$ cat config.mk
export PLATFORM = sky130hd
export DESIGN_NAME = fpr_round_pack
export DESIGN_NICKNAME = d
export VERILOG_FILES = /design/src/rtl/fpr_pkg.sv /design/src/rtl/fpr_denorm.sv /design/src/rtl/fpr_round_inc.sv /design/src/rtl/fpr_ovf_sel.sv /design/src/rtl/fpr_round_pack.sv
export SDC_FILE = /design/constraint.sdc
export NUM_CORES = 1
export LEC_CHECK = 0
export ABC_AREA = 1
export CAP_MARGIN = 0
export CELL_PAD_IN_SITES_DETAIL_PLACEMENT = 0
export CELL_PAD_IN_SITES_GLOBAL_PLACEMENT = 2
export CORE_MARGIN = 10
export CORE_UTILIZATION = 28
export DETAILED_ROUTE_END_ITERATION = 8
export PLACE_DENSITY = 0.89
export SLEW_MARGIN = 20
export SYNTH_ARGS = -nofsm -noshare
export SYNTH_HDL_FRONTEND = slang
export SYNTH_SLANG_ARGS = --single-unit
export TNS_END_PERCENT = 1
$ cat constraint.sdc
create_clock -name clk_i -period 1 [get_ports clk_i]
set_clock_uncertainty 0.15 [all_clocks]
set_input_delay 0.1 -clock clk_i [delete_from_list [all_inputs] [get_ports clk_i]]
set_output_delay 0.1 -clock clk_i [all_outputs]
set_load 0.1 [all_outputs]
$ cat src/rtl/fpr_pkg.sv
package fpr_pkg;
  typedef enum logic [1:0] {
    RM_NEAREST = 2'b00,
    RM_ZERO    = 2'b01,
    RM_UP      = 2'b10,
    RM_DOWN    = 2'b11
  } rmode_e;
endpackage

$ cat src/rtl/fpr_denorm.sv
module fpr_denorm #(
  parameter int EXP_W  = 11,
  parameter int MAN_W  = 52,
  parameter int EIN_W  = 13
) (
  input  logic [EIN_W-1:0] exp_i,
  input  logic [MAN_W:0]   sig_i,
  input  logic             guard_i,
  input  logic             sticky_i,
  output logic             tiny_o,
  output logic             hidden_o,
  output logic [MAN_W-1:0] frac_o,
  output logic             guard_o,
  output logic             sticky_o
);
  localparam int SIG_W = MAN_W + 1;
  localparam int WIN_W = SIG_W + 1;
  localparam int SH_W  = $clog2(WIN_W + 1);

  logic [EIN_W-1:0]   sh_full;
  logic [SH_W-1:0]    sh_sat;
  logic [2*WIN_W-1:0] win;
  logic [2*WIN_W-1:0] shifted;

  // exponent <= 0 (two's complement) means below the normal range
  assign tiny_o  = exp_i[EIN_W-1] | (exp_i == '0);
  assign sh_full = EIN_W'(1) - exp_i;

  // beyond WIN_W every bit already lands in sticky
  always_comb begin
    if (!tiny_o)                          sh_sat = '0;
    else if (sh_full > EIN_W'(WIN_W))     sh_sat = SH_W'(WIN_W);
    else                                  sh_sat = sh_full[SH_W-1:0];
  end

  assign win      = {sig_i, guard_i, {WIN_W{1'b0}}};
  assign shifted  = win >> sh_sat;
  assign hidden_o = shifted[2*WIN_W-1];
  assign frac_o   = shifted[2*WIN_W-2:WIN_W+1];
  assign guard_o  = shifted[WIN_W];
  assign sticky_o = (|shifted[WIN_W-1:0]) | sticky_i;
endmodule

$ cat src/rtl/fpr_round_inc.sv
module fpr_round_inc
  import fpr_pkg::*;
(
  input  rmode_e rmode_i,
  input  logic   sign_i,
  input  logic   lsb_i,
  input  logic   guard_i,
  input  logic   sticky_i,
  output logic   inc_o,
  output logic   inexact_o
);
  assign inexact_o = guard_i | sticky_i;

  always_comb begin
    unique case (rmode_i)
      RM_NEAREST: inc_o = guard_i & (sticky_i | lsb_i);
      RM_ZERO:    inc_o = 1'b0;
      RM_UP:      inc_o = ~sign_i & inexact_o;
      RM_DOWN:    inc_o = sign_i & inexact_o;
      default:    inc_o = 1'b0;
    endcase
  end
endmodule

$ cat src/rtl/fpr_ovf_sel.sv
module fpr_ovf_sel
  import fpr_pkg::*;
#(
  parameter int EXP_W = 11,
  parameter int MAN_W = 52
) (
  input  rmode_e                 rmode_i,
  input  logic                   sign_i,
  output logic [EXP_W+MAN_W-1:0] mag_o
);
  localparam logic [EXP_W+MAN_W-1:0] INF_MAG  = {{EXP_W{1'b1}}, {MAN_W{1'b0}}};
  localparam logic [EXP_W+MAN_W-1:0] MAXF_MAG = {{(EXP_W-1){1'b1}}, 1'b0, {MAN_W{1'b1}}};

  logic to_inf;

  // infinity only when rounding pushes away from zero for this sign
  always_comb begin
    unique case (rmode_i)
      RM_NEAREST: to_inf = 1'b1;
      RM_ZERO:    to_inf = 1'b0;
      RM_UP:      to_inf = ~sign_i;
      RM_DOWN:    to_inf = sign_i;
      default:    to_inf = 1'b1;
    endcase
  end

  assign mag_o = to_inf ? INF_MAG : MAXF_MAG;
endmodule

$ cat src/rtl/fpr_round_pack.sv
module fpr_round_pack
  import fpr_pkg::*;
#(
  parameter int EXP_W = 11,
  parameter int MAN_W = 52,
  parameter int EIN_W = 13
) (
  input  logic                   clk_i,
  input  logic                   rst_ni,
  input  logic                   valid_i,
  input  logic                   sign_i,
  input  logic [EIN_W-1:0]       exp_i,
  input  logic [MAN_W:0]         sig_i,
  input  logic                   guard_i,
  input  logic                   sticky_i,
  input  logic [1:0]             rmode_i,
  output logic                   valid_o,
  output logic [EXP_W+MAN_W:0]   result_o,
  output logic                   overflow_o,
  output logic                   underflow_o,
  output logic                   inexact_o
);
  localparam int MAG_W     = EXP_W + MAN_W;
  localparam int MAX_FIELD = (1 << EXP_W) - 1;
  localparam logic [MAG_W-1:0] INF_MAG  = {{EXP_W{1'b1}}, {MAN_W{1'b0}}};
  localparam logic [MAG_W-1:0] MAXF_MAG = {{(EXP_W-1){1'b1}}, 1'b0, {MAN_W{1'b1}}};

  rmode_e rmode;
  assign rmode = rmode_e'(rmode_i);

  logic             zero_in;
  logic             tiny;
  logic             den_hidden;
  logic [MAN_W-1:0] den_frac;
  logic             den_guard;
  logic             den_sticky;

  assign zero_in = ~|sig_i;

  fpr_denorm #(
    .EXP_W(EXP_W), .MAN_W(MAN_W), .EIN_W(EIN_W)
  ) u_denorm (
    .exp_i   (exp_i),
    .sig_i   (sig_i),
    .guard_i (guard_i),
    .sticky_i(sticky_i),
    .tiny_o  (tiny),
    .hidden_o(den_hidden),
    .frac_o  (den_frac),
    .guard_o (den_guard),
    .sticky_o(den_sticky)
  );

  logic rnd_inc;
  logic rnd_inexact;

  fpr_round_inc u_round_inc (
    .rmode_i  (rmode),
    .sign_i   (sign_i),
    .lsb_i    (den_frac[0]),
    .guard_i  (den_guard),
    .sticky_i (den_sticky),
    .inc_o    (rnd_inc),
    .inexact_o(rnd_inexact)
  );

  logic [MAG_W-1:0] ovf_mag;

  fpr_ovf_sel #(
    .EXP_W(EXP_W), .MAN_W(MAN_W)
  ) u_ovf_sel (
    .rmode_i(rmode),
    .sign_i (sign_i),
    .mag_o  (ovf_mag)
  );

  logic [EXP_W-1:0] field;
  logic [MAG_W-1:0] packed_mag;
  logic [MAG_W-1:0] rounded_mag;
  logic             pre_ovf;
  logic             post_ovf;
  logic             ovf;
  logic [MAG_W-1:0] mag_n;
  logic             ovf_n;
  logic             uf_n;
  logic             nx_n;

  assign field       = den_hidden ? exp_i[EXP_W-1:0] : '0;
  assign packed_mag  = {field, den_frac};
  // carry out of the fraction ripples into the exponent field
  assign rounded_mag = packed_mag + MAG_W'(rnd_inc);

  assign pre_ovf  = ~exp_i[EIN_W-1] & (exp_i >= EIN_W'(MAX_FIELD));
  assign post_ovf = &rounded_mag[MAG_W-1:MAN_W];
  assign ovf      = ~zero_in & (pre_ovf | post_ovf);

  always_comb begin
    if (zero_in) begin
      mag_n = '0;
      ovf_n = 1'b0;
      uf_n  = 1'b0;
      nx_n  = 1'b0;
    end else if (ovf) begin
      mag_n = ovf_mag;
      ovf_n = 1'b1;
      uf_n  = 1'b0;
      nx_n  = 1'b1;
    end else begin
      mag_n = rounded_mag;
      ovf_n = 1'b0;
      uf_n  = tiny & rnd_inexact;
      nx_n  = rnd_inexact;
    end
  end

  always_ff @(posedge clk_i or negedge rst_ni) begin
    if (!rst_ni) begin
      valid_o     <= 1'b0;
      result_o    <= '0;
      overflow_o  <= 1'b0;
      underflow_o <= 1'b0;
      inexact_o   <= 1'b0;
    end else begin
      valid_o <= valid_i;
      if (valid_i) begin
        result_o    <= {sign_i, mag_n};
        overflow_o  <= ovf_n;
        underflow_o <= uf_n;
        inexact_o   <= nx_n;
      end
    end
  end

  AST_LATENCY: assert property (@(posedge clk_i) disable iff (!rst_ni)
    valid_i |=> valid_o);
  AST_HOLD: assert property (@(posedge clk_i) disable iff (!rst_ni)
    !valid_i |=> ($stable(result_o) && !valid_o));
  AST_OVF_INEXACT: assert property (@(posedge clk_i) disable iff (!rst_ni)
    overflow_o |-> inexact_o);
  AST_OVF_VALUE: assert property (@(posedge clk_i) disable iff (!rst_ni)
    overflow_o |-> (result_o[MAG_W-1:0] == INF_MAG || result_o[MAG_W-1:0] == MAXF_MAG));
  AST_UF_INEXACT: assert property (@(posedge clk_i) disable iff (!rst_ni)
    underflow_o |-> inexact_o);
  AST_UF_NOT_OVF: assert property (@(posedge clk_i) disable iff (!rst_ni)
    !(underflow_o && overflow_o));
  AST_NO_NAN: assert property (@(posedge clk_i) disable iff (!rst_ni)
    !((&result_o[MAG_W-1:MAN_W]) && (|result_o[MAN_W-1:0])));
  AST_TINY_NO_HIDDEN: assert property (@(posedge clk_i) disable iff (!rst_ni)
    (valid_i && tiny) |-> !den_hidden);
  AST_ZERO_NO_FLAG: assert property (@(posedge clk_i) disable iff (!rst_ni)
    (valid_i && zero_in) |=> !(overflow_o || underflow_o || inexact_o));
endmodule

==> impl_metrics.toml, run 1 <==
[timing]
slew_viol_final = 0
fin_crit_sh = 5.58
tightest_slew_ns = 0.518
hold_violations = 0
timing.fmax_ghz = 0.179
grt_setup_unrepaired = "true"
slew_headroom = 0.655
fin_setup_tns_ns = -311.82
layout_setup_ws_ns = -4.58
fin_crit_ns = 5.58
setup_viol_count_final = 134

[clock_tree]
cts_tree = "yes"
clk_pin_slew_worst_paths_ns = 0.06
clock_tree.buffer_depth = 2
cts.sinks = 68
clk-insertion-delay-late_ns = 0.33
root_buffer = "clkbuf_16"
htree_levels = 3
numCtsBuffers = 9

[run_status]
violations = "negative setup slack"
outcome = "finished, violations left"

[floorplanning]
rows = 68
core_area_um2 = 34600
die_x_um = 208
initial_core_util = 0.284
die_h_um = 208
io-pin-count = 142
die_area_um2 = 43100

[routing]
drtPass1Iterations = 6
vias_per_cell = 5.09
vias = 14300
drt_wl_total_mm = 48.2
antenna_left = 0
wl_per_cell_um = 17.1
drt_iter0_markers = 1722
drc_errors = 0

[synthesis]
synth-seq-area-share = 0.173
yosysMostFrequentCell = "nand2_1"
netlist_top_cells_area = "nand2_1, nand3_1, dfrtp_1, nor2_1, inv_1"
synth_top_area_share = 0.270
async_flop_share = 1.00
synth_top_area_cell = "nand2_1"
syn_area_per_cell_um2 = 5.43
synth.cells.most_frequent = "nand2_1, nand3_1, nor2_1, inv_1, dfrtp_1"
synthesis.area_um2 = 9850
syn_inst = 1815
yosys_most_used_dff = "dfrtp_1"
ys_seq_elements = 68
synth_edf_count = 0
ys_types = 47
yosysWarnings = 0
synth_nets = 1894

[min_path]
hp-class = "in2reg"

[global_route]
grt_max_degree = 69
grt_pass1_vias = 13700
grt_pass1_wl_mm = 75.3
track_usage = 0.213
globalRoute.totalOverflow = 0
antenna_found_initial = 0

[cells_and_area]
seqCellArea_um2 = 1700
drive_above_1_share = 0.292
area_growth_pct = 67.7
num-fill-cells = 3530
multi_input_area_um2 = 7570
n_antenna_cell = 0
nets = 2434

[power_and_ir_drop]
power_density_nw_per_um2 = 961
power.switching_uw = 7440
pwr-share-seq = 0.218
vdd_drop_max_mv = 0.967
p_sw_frac = 0.469
power_leakage_uw = 0.00835
intPower_uw = 8430
p_clk_frac = 0.187
fin_total_pwr_uw = 15900
pwr-share-comb = 0.595

[worst_setup_path]
arrival_ns = 5.71
critPathCaptureType = "flip-flop"
cp.required_ns = 1.12
cp_slowest_cell = "o21ai_1"
path_common_cell = "nand2_1"
cp_max_fo = 18
crit_path_start_kind = "input pin"
slowest_delay_ns = 0.31
crit_type = "in2reg"

[flow_run]
max_cap_viol_count = 0

[place]
place_congestion = 1.04
dpl.hpwl_mm = 39.6
io_buffers = 141
## flip-flops by register name, indices dropped and copies added (netlist names)
signal       cells
overflow_o       1
valid_o          1
result_o        64
underflow_o      1
inexact_o        1
## kinds of logic after synthesis
| kind of cell | after synthesis | share of synthesized area |
|---|---|---|
| XOR/XNOR | 52 | 0.0462 |
| multiplexers | 2 | 0.00203 |
| flip-flops | 68 | 0.173 |
| AND/OR/NAND/NOR | 1432 | 0.646 |
| buffers and inverters | 200 | 0.0929 |
| adder cells (fa/ha/maj) | 5 | 0.00635 |
| AO/OA/AOI/OAI | 56 | 0.0342 |
## stage by stage
stage                     instances  worst slack [ns]  instance area, um2  utilization  hold slack [ns]
final                          2815             -4.58               16500        0.477           0.0999
after global routing           2815             -5.00               16500        0.477            0.106
after detailed placement       2773             -5.24               15700        0.454          0.00187
after floorplan                1815             -3.83                9980            -           -0.346
after global placement         2773             -5.10               15700        0.454         -0.00282
after CTS                      2810             -4.37               16300        0.471            0.102
## cell type report
cell class	instances	share of cell area
tap	455	0.0345
sequential	68	0.103
clock buffer	9	0.0136
multi-input combinational	1547	0.459
clock inverter	7	0.00303
timing repair buffer	624	0.363
inverter	105	0.0247
## critical path, delay by kind of cell
family | cells | cell delay [ns]
adders and majority gates | 3 | 0.55
AOI/OAI and AO/OA | 5 | 1.02
and+or+nand+nor | 29 | 2.82
buffers and inverters | 8 | 1.18
## metal layers
| metal | vias to the layer above | track usage | part of all wire |
|---|---|---|---|
| met5 | - | 0 | 0 |
| met4 | 0 | 0.0554 | 0.024 |
| met3 | 68 | 0.0405 | 0.089 |
| met2 | 593 | 0.317 | 0.43 |
| met1 | 6612 | 0.306 | 0.46 |
| li1 | 7061 | - | - |
## cells in the final DEF (no fill, tap or decap), types with 17 or more instances in the layout
cell             Yosys  routed
nand3_2              3      22
inv_2               16      17
xor2_1              28      28
dfrtp_1             68      68
nor2_1             140     133
nor4_1              18      17
nand3_1            448     427
nand4_1             41      41
nor3_1              20      17
clkdlybuf4s50_1      0      62
nand2_1            709     701
inv_1               88      84
nor2_2              16      21
buf_4               10     459
xnor2_1             24      24
buf_12               0      84
## repair_timing
action / CTS / global route
buffers inserted: 17 / 3
endpoints found under the hold margin: 69 / 0
cloned: 2 / 2
gates resized for setup: 46 / 26
hold buffers: 2 / 0
pin swaps: 17 / 7
endpoints found under the setup margin: 134 / 134
## final timing paths
check | cells after the start | slack, ns | to | startpoint
max in group asynchronous | 3 | 0.24 | result_o[46] | rst_ni
min in group asynchronous | 3 | 0.17 | valid_o | rst_ni
worst min register to register | 2 | 0.39 | result_o[18] | result_o[18]
worst max register to register | 2 | 0.14 | inexact_o | inexact_o
worst min-delay path | 3 | 0.1 | inexact_o | valid_i
worst max-delay path | 45 | -4.58 | result_o[31] | exp_i[2]
## power groups by stage
| stage | Combinational, uW | Sequential (uW) | Clock (uW) |
|---|---|---|---|
| after CTS | 9290 | 3470 | 3010 |
| after detailed placement | 9190 | 3510 | 0 |
| after global routing | 9990 | 3500 | 3160 |
| after global placement | 9110 | 3510 | 0 |
| after floorplan | 2650 | 5690 | 0 |
| final | 9440 | 3460 | 2960 |
Power figures use the tool's default switching activity.
==> run 2: changes to the inputs <==
--- a/config.mk
+++ b/config.mk
@@ -13,6 +13,7 @@
 export CORE_UTILIZATION = 28
 export DETAILED_ROUTE_END_ITERATION = 8
 export PLACE_DENSITY = 0.89
+export SKIP_CTS_REPAIR_TIMING = 1
 export SLEW_MARGIN = 20
 export SYNTH_ARGS = -nofsm -noshare
 export SYNTH_HDL_FRONTEND = slang
==> impl_metrics.toml, run 2 (same netlist as run 1, synthesis figures left out) <==
[place]
dpl.hpwl_mm = 39.6
io_buffers = 141
dp.cells = 2773
placed_area_um2 = 15700
place_congestion = 1.04

[worst_setup_path]
reg2reg_slack_ns = 0.14
path_common_cell = "nand2_1"
cp.required_ns = 1.07
cp_slowest_cell = "clkdlybuf4s50_1"
cp_num_cells = 40
critPathCaptureType = "flip-flop"
crit_type = "in2reg"
slowest_delay_ns = 0.53
arrival_ns = 5.65
cp_max_fo = 31
r2r_cells = 2
path_buf_inv = 7
crit_family = "simple AND/OR/NAND/NOR gates"
crit_path_start_kind = "input pin"

[cells_and_area]
largest-register = "result_o"
largest_reg_flops = 64
nets = 2419
mostFrequentLayoutCell = "nand2_1"
num-fill-cells = 3550
n_antenna_cell = 0
design_area_um2 = 16400
drive_above_1_share = 0.286
final_cell_mix = "nand2_1, buf_4, nand3_1"
area_growth_pct = 66.3
layout.cells.non_filler = 2800

[timing]
fin_crit_sh = 5.57
fin_crit_ns = 5.57
slew_headroom = 0.662
setup_viol_count_final = 134
slew_viol_final = 0
tightest_slew_ns = 0.502
timing.fmax_ghz = 0.180
hold_violations = 0
layout_setup_ws_ns = -4.57
grt_setup_unrepaired = "true"

[clock_tree]
root_buffer = "clkbuf_16"
clk-insertion-delay-late_ns = 0.33
numCtsBuffers = 9
clock_tree.buffer_depth = 2
cts_tree = "yes"
clk_pin_slew_worst_paths_ns = 0.06
cts.sinks = 68
htree_levels = 3

[routing]
drt_iter0_markers = 1651
drtPass1Iterations = 6
drt_wl_total_mm = 47.8
vias = 14200
wl_per_cell_um = 17.1
antenna_left = 0
vias_per_cell = 5.09
drc_errors = 0

[global_route]
grt.busiest_layer = "met2"
track_usage = 0.210
grt_pass1_vias = 13500
globalRoute.totalOverflow = 0
use_met2 = 0.308
grtUsageMet3 = 0.0405
grt_pass1_wl_mm = 74.0
met1_usage = 0.302
grt_max_degree = 69
antenna_found_initial = 0

[flow_run]
max_cap_viol_count = 0

[min_path]
hp-class = "in2reg"
holdPathStages = 3

[power_and_ir_drop]
power_leakage_uw = 0.00830
power_density_nw_per_um2 = 969
vdd_drop_max_mv = 0.967
fin_total_pwr_uw = 15900

[floorplanning]
initial_core_util = 0.284
core_area_um2 = 34600
die_area_um2 = 43100
die_h_um = 208
io-pin-count = 142
rows = 68
die_x_um = 208

[run_status]
violations = "negative setup slack"
outcome = "finished, violations left"
## run 2: changes by cell type in the layout (fill, tap and decap cells not counted), moves of 3 or more
cell / before / now
buf_4: 459 / 446
dlygate4sd2_1: 9 / 0
dlymetal6s2s_1: 0 / 7
nand3_2: 22 / 15
nand3_1: 427 / 433
nand2_4: 3 / 6
nand2_8: 3 / 0
## run 2: worst reg2reg max path, stage by stage, from the launching register on
cell	delay [ns]
dfrtp_1	0.41
nand2_1	0.09
o21ai_1	0.08
## run 2: layer usage
layer / part of all wire / up-vias / wire (um)
met1: 0.46 / 6500 / 22000
li1: - / 7039 / -
met2: 0.42 / 633 / 20200
met4: 0.025 / 0 / 1210
met5: 0 / - / 0
met3: 0.092 / 69 / 4410
## run 2: area by class of cell
| cell class | instances | area [um2] | area share |
|---|---|---|---|
| multi-input combinational | 1547 | 7550 | 0.461 |
| timing repair buffer | 608 | 5860 | 0.358 |
| sequential | 68 | 1700 | 0.104 |
| tap | 455 | 569 | 0.0348 |
| inverter | 105 | 410 | 0.0251 |
| clock buffer | 9 | 225 | 0.0138 |
| clock inverter | 7 | 50.0 | 0.00306 |
| timing repair inverter | 1 | 5.00 | 0.000306 |
## run 2: report_power, final
group | internal, uW | switching (uW) | total, uW
clock network | 1690 | 1280 | 2970
logic | 3660 | 5780 | 9430
registers | 3080 | 381 | 3460
## run 2: worst paths after layout
path	start	to
setup / recovery	exp_i[6]	result_o[22]
hold / removal	valid_i	inexact_o
setup reg to reg	inexact_o	inexact_o
hold reg to reg	result_o[18]	result_o[18]
max in group asynchronous	rst_ni	result_o[46]
min in group asynchronous	rst_ni	valid_o
## run 2: stage by stage
step / hold WS, ns / setup TNS [ns] / util / setup slack (ns)
after CTS: -0.354 / -335.43 / 0.462 / -4.93
final: 0.105 / -310.44 / 0.473 / -4.57
after floorplan: -0.346 / -260.85 / - / -3.83
after detailed placement: 0.00187 / -343.57 / 0.454 / -5.24
after global routing: 0.109 / -335.70 / 0.473 / -4.92
after global placement: -0.00282 / -334.83 / 0.454 / -5.10
==> run 3: changes to the inputs <==
==> constraint.sdc (replaced) <==
create_clock -name clk_i -period 5.3 [get_ports clk_i]
set_clock_uncertainty 0.15 [all_clocks]
set_input_delay 0.53 -clock clk_i [delete_from_list [all_inputs] [get_ports clk_i]]
set_output_delay 0.53 -clock clk_i [all_outputs]
set_load 0.1 [all_outputs]
==> impl_metrics.toml, run 3 (same netlist as run 1, synthesis figures left out) <==
[run_status]
outcome = "finished, violations left"
violations = "negative setup slack"

[power_and_ir_drop]
pwr-share-seq = 0.211
power_density_nw_per_um2 = 179
p_clk_frac = 0.217
power_leakage_uw = 0.00810
pwr-share-comb = 0.572
p_sw_frac = 0.472
power.switching_uw = 1380
vdd_drop_max_mv = 0.171
intPower_uw = 1540
fin_total_pwr_uw = 2920

[timing]
slew_viol_final = 0
fin_crit_ns = 5.84
fin_crit_sh = 1.10
setup_viol_count_final = 66
worst_hold_slack_ns = 0.228
grt_setup_unrepaired = "true"
slew_headroom = 0.326
timing.fmax_ghz = 0.171
layout_setup_ws_ns = -0.538
tightest_slew_ns = 1.01
hold_violations = 0

[place]
io_buffers = 141
placed_area_um2 = 14600
dp.cells = 2730
place_congestion = 1.05
dpl.hpwl_mm = 38.5

[clock_tree]
numCtsBuffers = 9
clk-insertion-delay-late_ns = 0.33
clock_tree.buffer_depth = 2
htree_levels = 3
cts_tree = "yes"
root_buffer = "clkbuf_16"
clk_pin_slew_worst_paths_ns = 0.06
cts.sinks = 68

[cells_and_area]
design_area_um2 = 16300
postLayoutCoreUtil = 0.471
n_antenna_cell = 0
largest-register = "result_o"
nets = 2404
mostFrequentLayoutCell = "nand2_1"
area_growth_pct = 65.6
largest_reg_flops = 64
layout.cells.non_filler = 2784
final_cell_mix = "nand2_1, buf_4, nand3_1"
num-fill-cells = 3632
drive_above_1_share = 0.308

[worst_setup_path]
critPathCaptureType = "flip-flop"
crit_type = "in2reg"
cp_max_fo = 13
cp.required_ns = 5.37
slowest_delay_ns = 0.25
cp_slowest_cell = "buf_6"
crit_path_start_kind = "input pin"
arrival_ns = 5.91
path_common_cell = "nand2_1"

[floorplanning]
die_x_um = 208
initial_core_util = 0.284
rows = 68
io-pin-count = 142
die_h_um = 208
core_area_um2 = 34600
die_area_um2 = 43100

[global_route]
grt_max_degree = 72
antenna_found_initial = 0
grt_pass1_vias = 13100
track_usage = 0.205
globalRoute.totalOverflow = 0
grt_pass1_wl_mm = 72.5

[routing]
drt_wl_total_mm = 49.8
drc_errors = 0
drt_iter0_markers = 1535
drtPass1Iterations = 5
antenna_left = 0
vias_per_cell = 5.17
vias = 14400
wl_per_cell_um = 17.9

[flow_run]
max_cap_viol_count = 0

[min_path]
hp-class = "in2async"
-- run 3: cell count changes in the layout (fill, tap and decap cells not counted), sizes merged --
cell           change
buf               -87
clkdlybuf4s50     +64
clkbuf            +10
inv                -3
bufinv             +2
clkinv             -2
dlygate4sd3        -2
dlymetal6s2s       +1
nor2               +1
-- run 3: cell type report --
class,count,area (um2),share of cell area
Sequential cell,68,1700,0.104
Timing Repair Buffer,593,5150,0.316
Multi-Input combinational cell,1548,8160,0.500
Tap cell,455,569,0.0349
Clock buffer,10,229,0.0140
Inverter,105,417,0.0255
Clock inverter,5,77.6,0.00476
-- run 3: worst paths after layout --
kind                                 to         start  depth (start not counted)  slack [ns]
setup / recovery           result_o[51]      exp_i[2]                         49       -0.54
hold / removal                  valid_o        rst_ni                          2        0.23
setup reg to reg           result_o[57]  result_o[57]                          2        4.41
hold reg to reg            result_o[63]  result_o[63]                          2        0.32
max in group asynchronous     inexact_o        rst_ni                          2        4.21
min in group clk_i         result_o[63]  result_o[63]                          2        0.32
-- run 3: metal layers --
layer	global-route usage	vias to the layer above	wire, um
met5	0	-	0
met4	0.0497	0	1040
met3	0.0366	75	4270
met2	0.298	632	21500
met1	0.301	6674	22900
li1	-	7017	-
-- run 3: worst max-delay path, delay by kind of cell --
kind	cells	cell delay, ns
buffers and inverters	10	1.29
AND/OR/NAND/NOR	33	3.35
AO/OA/AOI/OAI	3	0.24
adder cells (fa/ha/maj)	3	0.47
-- run 3: through the flow --
| stage | setup WS, ns | TNS [ns] |
|---|---|---|
| after floorplan | 0.00580 | 0 |
| final | -0.538 | -30.76 |
| after detailed placement | -1.47 | -94.20 |
| after global placement | -1.35 | -87.19 |
| after global routing | -0.867 | -52.95 |
| after CTS | -1.15 | -72.95 |
-- run 3: power groups by stage --
stage	Clock, uW	Sequential [uW]	Combinational, uW
floorplan	0	1070	499
global placement	0	626	1550
detailed placement	0	626	1560
CTS	639	618	1570
global route	660	625	1770
finish	633	617	1670
